<file path="src/rtl/atl_pkg.sv">
package atl_pkg;
  function automatic int max3(input int a, input int b, input int c);
    int m;
    m = a;
    if (b > m) m = b;
    if (c > m) m = c;
    return m;
  endfunction
endpackage

</file>
<file path="src/rtl/atl_loop_filter.sv">
module atl_loop_filter #(
  parameter int ERR_W      = 16,
  parameter int INT_W      = 24,
  parameter int PH_W       = 16,
  parameter int KI_SHIFT   = 2,
  parameter int KP_SHIFT   = 7,
  parameter int POLE_SHIFT = 3
) (
  input  logic                    clk_i,
  input  logic                    rst_ni,
  input  logic                    valid_i,
  input  logic signed [ERR_W-1:0] err_i,
  output logic signed [ERR_W-1:0] err_o,
  output logic signed [INT_W-1:0] vel_o,
  output logic signed [PH_W-1:0]  cmd_o
);
  localparam int MAX_SH = (KP_SHIFT > KI_SHIFT) ? KP_SHIFT : KI_SHIFT;
  localparam int SUM_W  = atl_pkg::max3(INT_W, PH_W, ERR_W + MAX_SH) + 2;
  localparam logic signed [SUM_W-1:0] INT_MAX =
    $signed({{(SUM_W-INT_W+1){1'b0}}, {(INT_W-1){1'b1}}});
  localparam logic signed [SUM_W-1:0] CMD_MAX =
    $signed({{(SUM_W-PH_W+1){1'b0}}, {(PH_W-1){1'b1}}});

  logic signed [ERR_W-1:0] err_q;
  logic signed [INT_W-1:0] integ_q, integ_d;
  logic signed [SUM_W-1:0] in_x, hold_x, integ_x, acc_sum, acc_cl, tgt_sum, tgt_cl;
  logic signed [PH_W-1:0]  tgt;

  always_comb begin
    in_x    = SUM_W'(err_i);
    hold_x  = SUM_W'(err_q);
    integ_x = SUM_W'(integ_q);
    acc_sum = integ_x + (in_x <<< KI_SHIFT);
    if (acc_sum > INT_MAX)       acc_cl = INT_MAX;
    else if (acc_sum < -INT_MAX) acc_cl = -INT_MAX;
    else                         acc_cl = acc_sum;
    integ_d = INT_W'(acc_cl);
    // lead path: proportional term on the held sample
    tgt_sum = integ_x + (hold_x <<< KP_SHIFT);
    if (tgt_sum > CMD_MAX)       tgt_cl = CMD_MAX;
    else if (tgt_sum < -CMD_MAX) tgt_cl = -CMD_MAX;
    else                         tgt_cl = tgt_sum;
    tgt = PH_W'(tgt_cl);
  end

  always_ff @(posedge clk_i or negedge rst_ni) begin
    if (!rst_ni) begin
      err_q   <= '0;
      integ_q <= '0;
    end else if (valid_i) begin
      err_q   <= err_i;
      integ_q <= integ_d;
    end
  end

  generate
    if (POLE_SHIFT == 0) begin : g_no_pole
      assign cmd_o = tgt;
    end else begin : g_pole
      logic signed [PH_W-1:0] cmd_q;
      logic signed [PH_W:0]   gap;
      always_comb gap = (PH_W+1)'(tgt) - (PH_W+1)'(cmd_q);
      always_ff @(posedge clk_i or negedge rst_ni) begin
        if (!rst_ni) cmd_q <= '0;
        else         cmd_q <= cmd_q + PH_W'(gap >>> POLE_SHIFT);
      end
      assign cmd_o = cmd_q;
    end
  endgenerate

  assign err_o = err_q;
  assign vel_o = integ_q;

  p_err_hold_r2: assert property (@(posedge clk_i) disable iff (!rst_ni)
    !valid_i |=> $stable(err_q));
  p_integ_hold_r3: assert property (@(posedge clk_i) disable iff (!rst_ni)
    !valid_i |=> $stable(integ_q));
  p_integ_floor_r3: assert property (@(posedge clk_i) disable iff (!rst_ni)
    integ_q != $signed({1'b1, {(INT_W-1){1'b0}}}));
endmodule

</file>
<file path="src/rtl/atl_nco.sv">
module atl_nco #(
  parameter int PH_W = 16
) (
  input  logic                   clk_i,
  input  logic                   rst_ni,
  input  logic signed [PH_W-1:0] inc_i,
  output logic                   up_o,
  output logic                   dn_o
);
  localparam logic signed [PH_W:0] THR = $signed({2'b01, {(PH_W-1){1'b0}}});

  logic signed [PH_W-1:0] phase_q;
  logic signed [PH_W:0]   sum, nxt;

  always_comb begin
    sum  = (PH_W+1)'(phase_q) + (PH_W+1)'(inc_i);
    up_o = 1'b0;
    dn_o = 1'b0;
    nxt  = sum;
    if (sum >= THR) begin
      up_o = 1'b1;
      nxt  = sum - THR;
    end else if (sum <= -THR) begin
      dn_o = 1'b1;
      nxt  = sum + THR;
    end
  end

  always_ff @(posedge clk_i or negedge rst_ni) begin
    if (!rst_ni) phase_q <= '0;
    else         phase_q <= PH_W'(nxt);
  end

  p_phase_bound_r6: assert property (@(posedge clk_i) disable iff (!rst_ni)
    phase_q != $signed({1'b1, {(PH_W-1){1'b0}}}));
  p_up_dir_r5: assert property (@(posedge clk_i) disable iff (!rst_ni)
    up_o |-> (inc_i > 0));
  p_dn_dir_r5: assert property (@(posedge clk_i) disable iff (!rst_ni)
    dn_o |-> (inc_i < 0));
endmodule

</file>
<file path="src/rtl/atl_angle_cnt.sv">
module atl_angle_cnt #(
  parameter int ANG_W = 14
) (
  input  logic             clk_i,
  input  logic             rst_ni,
  input  logic             up_i,
  input  logic             dn_i,
  output logic [ANG_W-1:0] angle_o
);
  logic [ANG_W-1:0] angle_q;

  always_ff @(posedge clk_i or negedge rst_ni) begin
    if (!rst_ni)   angle_q <= '0;
    else if (up_i) angle_q <= angle_q + ANG_W'(1);
    else if (dn_i) angle_q <= angle_q - ANG_W'(1);
  end

  assign angle_o = angle_q;

  p_single_step_r4: assert property (@(posedge clk_i) disable iff (!rst_ni)
    1'b1 |=> (ANG_W'(angle_q - $past(angle_q)) inside {'0, ANG_W'(1), '1}));
endmodule

</file>
<file path="src/rtl/atl_tracker.sv">
module atl_tracker #(
  parameter int ANG_W      = 14,
  parameter int ERR_W      = 16,
  parameter int INT_W      = 24,
  parameter int PH_W       = 16,
  parameter int KI_SHIFT   = 2,
  parameter int KP_SHIFT   = 7,
  parameter int POLE_SHIFT = 3
) (
  input  logic                    clk_i,
  input  logic                    rst_ni,
  input  logic                    err_valid_i,
  input  logic signed [ERR_W-1:0] err_i,
  output logic [ANG_W-1:0]        angle_o,
  output logic signed [INT_W-1:0] vel_o,
  output logic signed [ERR_W-1:0] err_o
);
  logic signed [PH_W-1:0] cmd;
  logic                   step_up, step_dn;

  atl_loop_filter #(
    .ERR_W(ERR_W), .INT_W(INT_W), .PH_W(PH_W),
    .KI_SHIFT(KI_SHIFT), .KP_SHIFT(KP_SHIFT), .POLE_SHIFT(POLE_SHIFT)
  ) u_filter (
    .clk_i(clk_i), .rst_ni(rst_ni), .valid_i(err_valid_i), .err_i(err_i),
    .err_o(err_o), .vel_o(vel_o), .cmd_o(cmd)
  );

  atl_nco #(.PH_W(PH_W)) u_nco (
    .clk_i(clk_i), .rst_ni(rst_ni), .inc_i(cmd), .up_o(step_up), .dn_o(step_dn)
  );

  atl_angle_cnt #(.ANG_W(ANG_W)) u_cnt (
    .clk_i(clk_i), .rst_ni(rst_ni), .up_i(step_up), .dn_i(step_dn), .angle_o(angle_o)
  );
endmodule

</file>
<file path="config.mk">
export PLATFORM = sky130hd
export DESIGN_NAME = atl_tracker
export DESIGN_NICKNAME = d
export VERILOG_FILES = /design/src/rtl/atl_pkg.sv /design/src/rtl/atl_loop_filter.sv /design/src/rtl/atl_nco.sv /design/src/rtl/atl_angle_cnt.sv /design/src/rtl/atl_tracker.sv
export SDC_FILE = /design/constraint.sdc
export NUM_CORES = 1
export LEC_CHECK = 0
export ABC_AREA = 1
export BUFFER_PORTS_ARGS = -buffer_cell sky130_fd_sc_hd__buf_2
export CORE_UTILIZATION = 40
export CTS_BUF_LIST = sky130_fd_sc_hd__clkbuf_8
export DETAILED_ROUTE_END_ITERATION = 7
export PLACE_DENSITY = 0.53
export SETUP_SLACK_MARGIN = 0.1
export SLEW_MARGIN = 20
export SYNTH_ARGS = -nofsm -noshare
export SYNTH_HDL_FRONTEND = slang
export SYNTH_SLANG_ARGS = --single-unit
</file>
<file path="constraint.sdc">
create_clock -name clk_i -period 11.59 [get_ports clk_i]
set_clock_uncertainty 0.15 [all_clocks]
set_input_delay 2.318 -clock clk_i [delete_from_list [all_inputs] [get_ports clk_i]]
set_output_delay 2.318 -clock clk_i [all_outputs]
set_load 0.02 [all_outputs]
</file>
==> impl_metrics.yaml <==
run_status:
  status: "completed"
grt:
  grt_usage: 0.216
  antenna_found_initial: 0
  grt-busiest-layer: "met2"
  use_met3: 0.0261
  grt_max_degree: 54
  grt_pass1_vias: 7301
  use_met2: 0.346
  met1_usage: 0.307
  gr-total-overflow: 0
  grt_pass1_wl_um: 37000
floorplan:
  core.rowCount: 52
  start_util: 0.407
  die-area_um2: 21100
  die_h_um: 145
  die_width_um: 145
  coreArea_um2: 20200
  io_pins: 73
sta:
  fin_crit_ns: 5.78
  rsz0062_at_grt: "false"
  layout_setup_ws_ns: 5.81
  maxSlewViolCount: 0
  hold_violations: 0
  final-setup-viol-count: 0
  worst_slew_pin_slew_ns: 0.880
  fmax_mhz: 173
  tns_ns: 0
  post-route-period-util: 0.499
  relSlewSlack: 0.413
detailed_routing:
  drc: 0
  dr.pass1.iters: 5
  vias: 7458
  vias_per_cell: 4.95
  wirelength_um: 21700
  ant_nets: 0
  wl_per_cell_um: 14.4
  drt_iter0_markers: 350
cts:
  cts_sinks: 86
  clk_pin_slew_ns: 0.10
  clkLatencyLatePin_ns: 0.39
  cts_max_level: 3
  cts_buffer_depth: 2
  cts_inserted_buffers: 9
  ctsHoldBuffers: 0
  cts_root_buffer: "clkbuf_8"
  cts_tree: "built"
  post_cts_buffers: 0
  postCtsResizedCells: 0
layout:
  syn2layout_area_growth_pct: 10.2
  multi_input_area_um2: 5340
  n_fill_cell: 2137
  ff_latch_area_um2: 2150
  nets: 1353
  antenna_cells: 0
  drive_gt1_frac: 0.109
logic_synthesis:
  synth-main-ff-cell: "dfrtp_1"
  yosysUniqueCellTypes: 47
  syn_area_um2: 8210
  synth_edf_count: 0
  ys_warn_count: 0
  synthArstFlopShare: 1.00
  synth_fp_nets: 1281
  syn_area_per_cell_um2: 7.08
  synth-seq-area-share: 0.262
  synth_cells: 1159
  ys_ff_latch: 86
worst_setup_path:
  r2r_end: "u_filter.cmd_o[13]"
  crit_fanout: 8
  worstSetupPathType: "flop to flop"
  crit_buf_inv: 2
  cp-start-kind: "flop"
  critPathTopFamily: "compound AO/OA/AOI/OAI gates"
  end_kind: "flop"
  reg2reg_from: "u_filter.vel_o[7]"
  arrival_ns: 5.90
  cpPeakStageDelay_ns: 0.46
  reg2reg_slack_ns: 5.81
  crit_top_cell: "nand2_1"
  reg2reg_depth: 34
  cpMaxStageDelayCell: "dfrtp_1"
  cp.required_ns: 11.71
placed_design:
  io_buffers: 72
  gp_congestion: 0.868
  dpl_worst_slack_ns: 5.82
  hpwl_um: 17700
worst_hold_path:
  hold_class: "flop to flop"
  min_from: "u_nco.phase_q[0]"
  hold_path_depth: 1
  holdPathEnd: "u_nco.phase_q[0]"
job:
  cap_violations: 0
kinds of logic (layout without fill, tap and decap cells):
group                    count (synthesis)  in the layout  synth area share
buffers and inverters                  184            261            0.0879
adder cells (fa/ha/maj)                103            103             0.162
flip-flops                              86             86             0.262
AND/OR/NAND/NOR                        515            515             0.274
XOR/XNOR                                75             75            0.0809
AO/OA/AOI/OAI                          196            196             0.133
cells in the mapped netlist (2+ instances only):
| cell type | count | area [um^2] |
|---|---|---|
| nand2_1 | 316 | 1190 |
| inv_1 | 168 | 631 |
| a21oi_1 | 117 | 586 |
| ha_1 | 98 | 1230 |
| dfrtp_1 | 86 | 2150 |
| nor2_1 | 69 | 259 |
| nand3_1 | 57 | 285 |
| xor2_1 | 53 | 464 |
| o21ai_0 | 32 | 160 |
| xnor2_1 | 21 | 184 |
| nor3_1 | 18 | 90.1 |
| nand2_2 | 17 | 106 |
| o21ai_1 | 16 | 80.1 |
| nand4_1 | 12 | 75.1 |
| o21bai_1 | 6 | 45.0 |
| fa_1 | 5 | 100 |
| nand3b_1 | 5 | 37.5 |
| buf_6 | 4 | 45.0 |
| clkbuf_1 | 4 | 15.0 |
| inv_2 | 4 | 15.0 |
| nor4_1 | 4 | 25.0 |
| buf_1 | 3 | 11.3 |
| nand2_4 | 3 | 33.8 |
| nand3_2 | 3 | 30.0 |
| o21a_1 | 3 | 22.5 |
| o31ai_1 | 3 | 22.5 |
| a211oi_1 | 2 | 15.0 |
| a21boi_2 | 2 | 22.5 |
| a21o_1 | 2 | 15.0 |
| a21oi_2 | 2 | 17.5 |
| a22oi_1 | 2 | 15.0 |
| a31oi_1 | 2 | 12.5 |
| and2_1 | 2 | 12.5 |
| nand3_4 | 2 | 35.0 |
| nor2_2 | 2 | 12.5 |
| nor3_2 | 2 | 20.0 |
| o21ai_2 | 2 | 17.5 |
state kept, by name, indices dropped and copies added (netlist names):
name and flops:
u_nco.phase_q 16, u_filter.cmd_o 16, u_filter.vel_o 24, u_cnt.angle_o 14, u_filter.err_o 16
metal layers:
metal / vias up / part of all wire
li1: 3917 / -
met1: 3429 / 0.52
met2: 91 / 0.44
met3: 21 / 0.024
met4: 0 / 0.016
met5: - / 0
cell usage in the layout (no fill, tap or decap), types with 3 or more instances in the layout:
master      n
nand2_4     3
o31ai_1     3
nor4_1      4
nor3_1     18
ha_1       98
nand3_1    57
a21oi_1   117
inv_1     168
nand2_1   316
fa_1        5
buf_2      71
nand3_2     3
xor2_1     53
o21ai_0    32
o21bai_1    6
nand3b_1    5
nor2_1     69
inv_2       4
xnor2_1    21
o21ai_1    16
o21a_1      3
nand4_1    12
nand2_2    17
clkbuf_8    9
dfrtp_1    86
worst max path at each step:
stage                            startpoint                 end  cells past startpoint
after floorplan           u_filter.vel_o[7]  u_filter.cmd_o[13]                     33
after global placement    u_filter.vel_o[7]  u_filter.cmd_o[13]                     35
after detailed placement  u_filter.vel_o[7]  u_filter.cmd_o[13]                     36
after CTS                 u_filter.vel_o[7]  u_filter.cmd_o[13]                     36
after global routing      u_filter.vel_o[7]  u_filter.cmd_o[13]                     36
final                     u_filter.vel_o[7]  u_filter.cmd_o[13]                     34
final cells by class:
| class | instances | area share |
|---|---|---|
| flip-flops and latches | 86 | 0.238 |
| clock buffers | 9 | 0.0137 |
| clock inverters | 7 | 0.00885 |
| repair buffers | 73 | 0.0409 |
| well taps | 270 | 0.0373 |
| inverters | 172 | 0.0714 |
| multi-input cells | 889 | 0.590 |
metrics by stage:
step            util  hold WS [ns]  instance area (um^2)  instances
3_5_place_dp   0.438         0.342                  8840       1490
5_1_grt        0.448         0.387                  9040       1506
2_1_floorplan      -         0.314                  8210       1159
6_report       0.448         0.365                  9040       1506
3_3_place_gp   0.438         0.327                  8840       1490
4_1_cts        0.448         0.364                  9040       1506
Power is not shown: default switching activity piles up to over one toggle a cycle in this logic, so the estimate is an artifact.
